**src/rtl/tile_evt_pkg.sv**
```systemverilog
package tile_evt_pkg;

  typedef enum logic [2:0] {
    ST_IDLE   = 3'd0,
    ST_DELIV  = 3'd1,
    ST_INACK  = 3'd2,
    ST_SCAN   = 3'd3,
    ST_OUTREQ = 3'd4,
    ST_OUTREL = 3'd5
  } evt_st_e;

  // number of delivery cycles for one inbound event
  function automatic int unsigned sweep_cycles(int unsigned fanout, int unsigned tm);
    return (fanout + 1) * (tm + 1);
  endfunction

  // true when a scan counter value addresses the final row
  function automatic bit is_last_row(int unsigned cnt, int unsigned rows);
    return cnt == rows - 1;
  endfunction

endpackage

```
**src/rtl/evt_cnt.sv**
```systemverilog
module evt_cnt #(
  parameter int W = 10
) (
  input  logic         clk,
  input  logic         rst_n,
  input  logic         load,
  input  logic [W-1:0] load_val,
  input  logic         dec,
  input  logic         inc,
  output logic [W-1:0] q
);
  always_ff @(posedge clk or negedge rst_n) begin
    if (!rst_n)    q <= '0;
    else if (load) q <= load_val;
    else if (dec)  q <= q - 1'b1;
    else if (inc)  q <= q + 1'b1;
  end
endmodule

```
**src/rtl/evt_ctrl_fsm.sv**
```systemverilog
module evt_ctrl_fsm
  import tile_evt_pkg::*;
#(
  parameter int ROWS  = 256,
  parameter int FO_W  = 10,
  parameter int TM_W  = 2,
  parameter int RT_W  = 21,
  parameter int ROW_W = $clog2(ROWS),
  parameter int CNT_W = (FO_W > ROW_W) ? FO_W : ROW_W
) (
  input  logic             clk,
  input  logic             rst_n,
  input  logic             in_req,
  input  logic [ROW_W-1:0] in_axon,
  input  logic [FO_W-1:0]  in_fanout,
  input  logic [TM_W-1:0]  in_tm,
  input  logic             fire,
  input  logic             sense,
  input  logic [RT_W-1:0]  rt_data,
  input  logic             out_ack,
  input  logic [CNT_W-1:0] cnt_q,
  input  logic [TM_W-1:0]  tm_q,
  output logic             cnt_load,
  output logic [CNT_W-1:0] cnt_val,
  output logic             cnt_dec,
  output logic             cnt_inc,
  output logic             tm_load,
  output logic [TM_W-1:0]  tm_val,
  output logic             tm_dec,
  output evt_st_e          st,
  output logic [ROW_W-1:0] axon_q,
  output logic [RT_W-1:0]  pkt_q,
  output logic             pre_pulse,
  output logic             post_pulse,
  output logic             scan_err
);
  evt_st_e         nxt;
  logic [FO_W-1:0] fo_q;
  logic            take_in, take_hit, pre_set, post_set, err_set;

  always_comb begin
    nxt      = st;
    cnt_load = 1'b0;
    cnt_val  = '0;
    cnt_dec  = 1'b0;
    cnt_inc  = 1'b0;
    tm_load  = 1'b0;
    tm_val   = '0;
    tm_dec   = 1'b0;
    take_in  = 1'b0;
    take_hit = 1'b0;
    pre_set  = 1'b0;
    post_set = 1'b0;
    err_set  = 1'b0;
    unique case (st)
      ST_IDLE: begin
        if (in_req) begin
          take_in  = 1'b1;
          cnt_load = 1'b1;
          cnt_val  = CNT_W'(in_fanout);
          tm_load  = 1'b1;
          tm_val   = in_tm;
          nxt      = ST_DELIV;
        end else if (fire) begin
          cnt_load = 1'b1;
          nxt      = ST_SCAN;
        end
      end
      ST_DELIV: begin
        if (cnt_q != '0) begin
          cnt_dec = 1'b1;
        end else if (tm_q != '0) begin
          tm_dec   = 1'b1;
          cnt_load = 1'b1;
          cnt_val  = CNT_W'(fo_q);
        end else begin
          pre_set = 1'b1;
          nxt     = ST_INACK;
        end
      end
      ST_INACK: begin
        if (!in_req) nxt = ST_IDLE;
      end
      ST_SCAN: begin
        if (sense) begin
          take_hit = 1'b1;
          nxt      = ST_OUTREQ;
        end else if (is_last_row(int'(cnt_q), ROWS)) begin
          err_set = 1'b1;
          nxt     = ST_IDLE;
        end else begin
          cnt_inc = 1'b1;
        end
      end
      ST_OUTREQ: begin
        if (out_ack) begin
          post_set = 1'b1;
          nxt      = ST_OUTREL;
        end
      end
      ST_OUTREL: begin
        if (!out_ack && !fire) nxt = ST_IDLE;
      end
      default: nxt = ST_IDLE;
    endcase
  end

  always_ff @(posedge clk or negedge rst_n) begin
    if (!rst_n) begin
      st         <= ST_IDLE;
      axon_q     <= '0;
      fo_q       <= '0;
      pkt_q      <= '0;
      pre_pulse  <= 1'b0;
      post_pulse <= 1'b0;
      scan_err   <= 1'b0;
    end else begin
      st         <= nxt;
      pre_pulse  <= pre_set;
      post_pulse <= post_set;
      scan_err   <= err_set;
      if (take_in) begin
        axon_q <= in_axon;
        fo_q   <= in_fanout;
      end
      if (take_hit) pkt_q <= rt_data;
    end
  end
endmodule

```
**src/rtl/tile_evt_ctrl.sv**
```systemverilog
module tile_evt_ctrl
  import tile_evt_pkg::*;
#(
  parameter int ROWS  = 256,
  parameter int FO_W  = 10,
  parameter int TM_W  = 2,
  parameter int RT_W  = 21,
  parameter int ROW_W = $clog2(ROWS)
) (
  input  logic             clk,
  input  logic             rst_n,
  input  logic             in_req,
  input  logic [ROW_W-1:0] in_axon,
  input  logic [FO_W-1:0]  in_fanout,
  input  logic [TM_W-1:0]  in_tm,
  output logic             in_ack,
  output logic [ROW_W-1:0] wl_addr,
  output logic [FO_W-1:0]  col_sel,
  output logic [TM_W-1:0]  tm_sel,
  output logic             pre_pulse,
  input  logic             fire,
  input  logic             sense,
  input  logic [RT_W-1:0]  rt_data,
  output logic             out_req,
  output logic [RT_W-1:0]  out_pkt,
  input  logic             out_ack,
  output logic             nrn_rst_req,
  output logic             post_pulse,
  output logic             scan_err
);
  localparam int CNT_W = (FO_W > ROW_W) ? FO_W : ROW_W;

  evt_st_e          st;
  logic [CNT_W-1:0] cnt_q, cnt_val;
  logic [TM_W-1:0]  tm_q, tm_val;
  logic             cnt_load, cnt_dec, cnt_inc, tm_load, tm_dec;
  logic [ROW_W-1:0] axon_q;
  logic [RT_W-1:0]  pkt_q;

  // named internal events for the checker
  logic dlv_active, scan_active, row_from_cnt;
  assign dlv_active   = (st == ST_DELIV);
  assign scan_active  = (st == ST_SCAN);
  assign row_from_cnt = (st == ST_SCAN) || (st == ST_OUTREQ) || (st == ST_OUTREL);

  evt_ctrl_fsm #(
    .ROWS(ROWS), .FO_W(FO_W), .TM_W(TM_W), .RT_W(RT_W),
    .ROW_W(ROW_W), .CNT_W(CNT_W)
  ) u_fsm (
    .clk(clk), .rst_n(rst_n),
    .in_req(in_req), .in_axon(in_axon), .in_fanout(in_fanout), .in_tm(in_tm),
    .fire(fire), .sense(sense), .rt_data(rt_data), .out_ack(out_ack),
    .cnt_q(cnt_q), .tm_q(tm_q),
    .cnt_load(cnt_load), .cnt_val(cnt_val), .cnt_dec(cnt_dec), .cnt_inc(cnt_inc),
    .tm_load(tm_load), .tm_val(tm_val), .tm_dec(tm_dec),
    .st(st), .axon_q(axon_q), .pkt_q(pkt_q),
    .pre_pulse(pre_pulse), .post_pulse(post_pulse), .scan_err(scan_err)
  );

  // one counter serves both the column sweep and the row scan
  evt_cnt #(.W(CNT_W)) u_row_col_cnt (
    .clk(clk), .rst_n(rst_n), .load(cnt_load), .load_val(cnt_val),
    .dec(cnt_dec), .inc(cnt_inc), .q(cnt_q)
  );

  evt_cnt #(.W(TM_W)) u_tm_cnt (
    .clk(clk), .rst_n(rst_n), .load(tm_load), .load_val(tm_val),
    .dec(tm_dec), .inc(1'b0), .q(tm_q)
  );

  assign in_ack      = (st == ST_INACK);
  assign out_req     = (st == ST_OUTREQ);
  assign nrn_rst_req = (st == ST_OUTREQ);
  assign out_pkt     = pkt_q;
  assign wl_addr     = row_from_cnt ? cnt_q[ROW_W-1:0] : axon_q;
  assign col_sel     = dlv_active ? cnt_q[FO_W-1:0] : '0;
  assign tm_sel      = tm_q;
endmodule

```
**config.mk**
```make
export PLATFORM = sky130hd
export DESIGN_NAME = tile_evt_ctrl
export DESIGN_NICKNAME = d
export VERILOG_FILES = /design/src/rtl/tile_evt_pkg.sv /design/src/rtl/evt_cnt.sv /design/src/rtl/evt_ctrl_fsm.sv /design/src/rtl/tile_evt_ctrl.sv
export SDC_FILE = /design/constraint.sdc
export NUM_CORES = 1
export LEC_CHECK = 0
export BUFFER_PORTS_ARGS = -buffer_cell sky130_fd_sc_hd__buf_2
export CAP_MARGIN = 20
export CORE_MARGIN = 1.5
export CORE_UTILIZATION = 52
export CTS_CLUSTER_DIAMETER = 40
export DETAILED_ROUTE_END_ITERATION = 10
export PLACE_DENSITY = 0.79
export RECOVER_POWER = 50
export SLEW_MARGIN = 20
export SYNTH_ARGS = -nofsm -noshare
export SYNTH_HDL_FRONTEND = slang
export SYNTH_HIERARCHICAL = 1
export SYNTH_SLANG_ARGS = --single-unit
```
**constraint.sdc**
```tcl
create_clock -name clk -period 3.7 [get_ports clk]
set_input_delay 0.555 -clock clk [delete_from_list [all_inputs] [get_ports clk]]
set_output_delay 0.555 -clock clk [all_outputs]
set_load 0.05 [all_outputs]
```
==> metrics <==
htree depth=3; worst slew pin tran=roughly 2000 ps; share of cells above drive strength 1=between 40% and 50%; row cnt=28; router iterations before antenna repair=4; Setup TNS=0 ps; Mapped Cells=271; boundary pin count=94; slowest cell delay on critical path=550 ps; Area Growth Syn to Fin=20.5%; DP Wirelength=between 5000 and 6000 µm; WL final=7380 µm; final slew viol count=39; GRT Total Usage=23.2%; wire length of the first global-routing pass=11500 µm; CTS resizes=0; share of synthesized registers carrying an async set or reset=100%; crit path launch type=register; number of global-route vias before repair=between 2000 and 2500; crit path cell chain=inv_1 -> or3_1 -> nor2_1 -> buf_4 -> ha_1 -> a21o_1 -> a21oi_1 -> nor4b_2 -> nor3_2 -> xor2_1 -> o21ai_1; post-synthesis sequential area ratio=43.4%; Final Setup Violations=0; chip width=82.5 µm; # port buffers=93; largest net degree at the start of global routing=39; Clk Latency, worst-skew pair=approximately 340 ps; slowest stage cell, crit path=dfrtp_1; YS warnings=6; Critical Path AT=3470 ps; CTS buffer count=9; Tcrit/Tclk final=slightly below 90%; CP top delay family=simple AND/OR/NAND/NOR gates; Initial Util=54.6%; Worst Path Buf+Inv=2; CTS root buf=clkbuf_8; critical path type=register to register; Via density=5.45; Die ar.=around 6800 µm²; n_diodes=0; Yosys cell types=64; RSZ-0062 raised after global routing=no; Clock Path Buffers=2; most frequent cells in the layout=buf_2, dfrtp_1, mux2_2, clkbuf_1, mux2_4; total number of vias=2460; WL per Instance=between 15 and 20 µm; Yosys reg bits=57; DRC=0; remaining global-route overflow=0; Crit. End Element=register; Core Region=6030 µm²; status=finished with violations; fmax=about 0.31 GHz; Tmin final=between 3000 and 4000 ps; clk_skew=7.00 ps; CTS tree=yes; Worst Path Max Fanout=12; Hold-fix buffers, CTS=0; RePlAce Congestion=0.898; Worst Hold Class=input port to register; number of synthesized flops with an enable pin=0; Post-Syn Area=3290 µm²; nets=428; Required @ worst endpoint=between 3000 and 4000 ps; die span in y=82.5 µm; failing checks=capacitance limit, slew limit; CTS sink count=57; Slew HR=-36.0%; initial antenna violation count=0; # Max-Cap Violations=1; commonest non-fill, non-tap cell in the layout=buf_2; prevailing post-synth register cell=dfrtp_1; number of DRC markers in iteration 0=138; clk slew on worst S/H paths=approximately 70 ps; antenna violation net count after detailed routing=0; Mapped Avg Cell Area=approximately 12 µm²; post-CTS setup buffers=0; Final Hold Fails=0
[synth_stat cells, types with 2 or more instances]
library cell   n  share of area, %
a21oi_1        5              0.76
clkbuf_1       2              0.23
or4_1          2              0.46
inv_1          2              0.23
o32ai_1        2              0.53
mux2_2        29               9.9
mux2_4        19               8.7
nor2_1         9               1.0
a22o_1        10               2.7
and2_2        10               2.3
buf_2          4              0.61
nor3_1         6              0.91
nand4_1        2              0.38
xnor2_1        4               1.1
ha_1           8               3.0
o21ai_1        3              0.46
a21o_1         5               1.1
and2b_1        2              0.46
buf_12         2               1.2
nand2_1       14               1.6
and3_1         3              0.57
inv_2          2              0.23
nor2b_1        2              0.38
nor3b_1        5               1.1
nand2b_1       4              0.76
o21ai_0       11               1.7
nor4_1         4              0.76
xor2_1         6               1.6
dfrtp_1       57                43
mux2_1         2              0.68
a21oi_2        2              0.53
[metal layers]
layer,track usage [%],share of wire (%),vias to the layer above
li1,-,-,1191
met1,30.9,45,1177
met2,34.7,47,77
met3,6.37,6.2,15
met4,11.0,1.9,0
met5,0,0,-
[worst paths after layout]
check                                startpoint                  to  slack (ps)  cells past startpoint
max in group asynchronous                 rst_n       u_fsm/fo_q[9]        1120                      2
min in group asynchronous                 rst_n      u_fsm/scan_err         800                      1
worst min register to register  u_fsm/axon_q[1]     u_fsm/axon_q[1]         500                      1
worst max-delay path                u_fsm/st[0]  u_row_col_cnt/q[9]         490                     11
worst min-delay path                      sense      u_fsm/scan_err         400                      2
worst max register to register      u_fsm/st[0]  u_row_col_cnt/q[9]         490                     11
[through the flow]
| stage | instances | instance area (µm²) | hold slack [ps] | util (%) | setup WS [ps] |
|---|---|---|---|---|---|
| after global placement | 436 | 3810 | 484 | 63.3 | 734 |
| after global routing | 451 | 3960 | 395 | 65.8 | 237 |
| after detailed placement | 436 | 3810 | 488 | 63.3 | 605 |
| after floorplan | 272 | 3290 | 259 | - | 589 |
| after CTS | 451 | 4000 | 351 | 66.3 | 562 |
| final | 451 | 3960 | 396 | 65.8 | 491 |
[cells by family after synthesis]
family	count (synthesis)	share of synthesized area [%]
simple gates	76	15.0
flops	57	43.4
compound gates	52	12.4
mux	51	19.6
buf+inv	15	3.20
xor+xnor	10	2.66
fa+ha+maj	9	3.65
other cells	1	0.114
[state kept, by name, indices dropped and copies added, names as in the netlist]
register          count
u_row_col_cnt/q      10
u_fsm/pkt_q          21
u_fsm/post_pulse      1
u_fsm/pre_pulse       1
u_fsm/fo_q           10
u_fsm/st              3
u_fsm/scan_err        1
u_tm_cnt/q            2
u_fsm/axon_q          8
[area by class of cell]
type                       count  area, µm²
clock buffer                   9        124
clock inverter                 6       58.8
fill                         499       2060
inverter                       4       15.0
multi-input combinational    200       1760
sequential                    57       1430
tap                           75       93.8
timing repair buffer         100        484
[worst register-to-register path: stages (launching register included)]
cell	delay, ps
dfrtp_1	550
inv_1	150
or3_1	440
nor2_1	450
buf_4	270
ha_1	310
a21o_1	200
a21oi_1	170
nor4b_2	250
nor3_2	80
xor2_1	140
o21ai_1	110
Power is left out: the tool's default activity adds up to more than one toggle a clock period on the data nets, which glitch-free logic cannot reach.
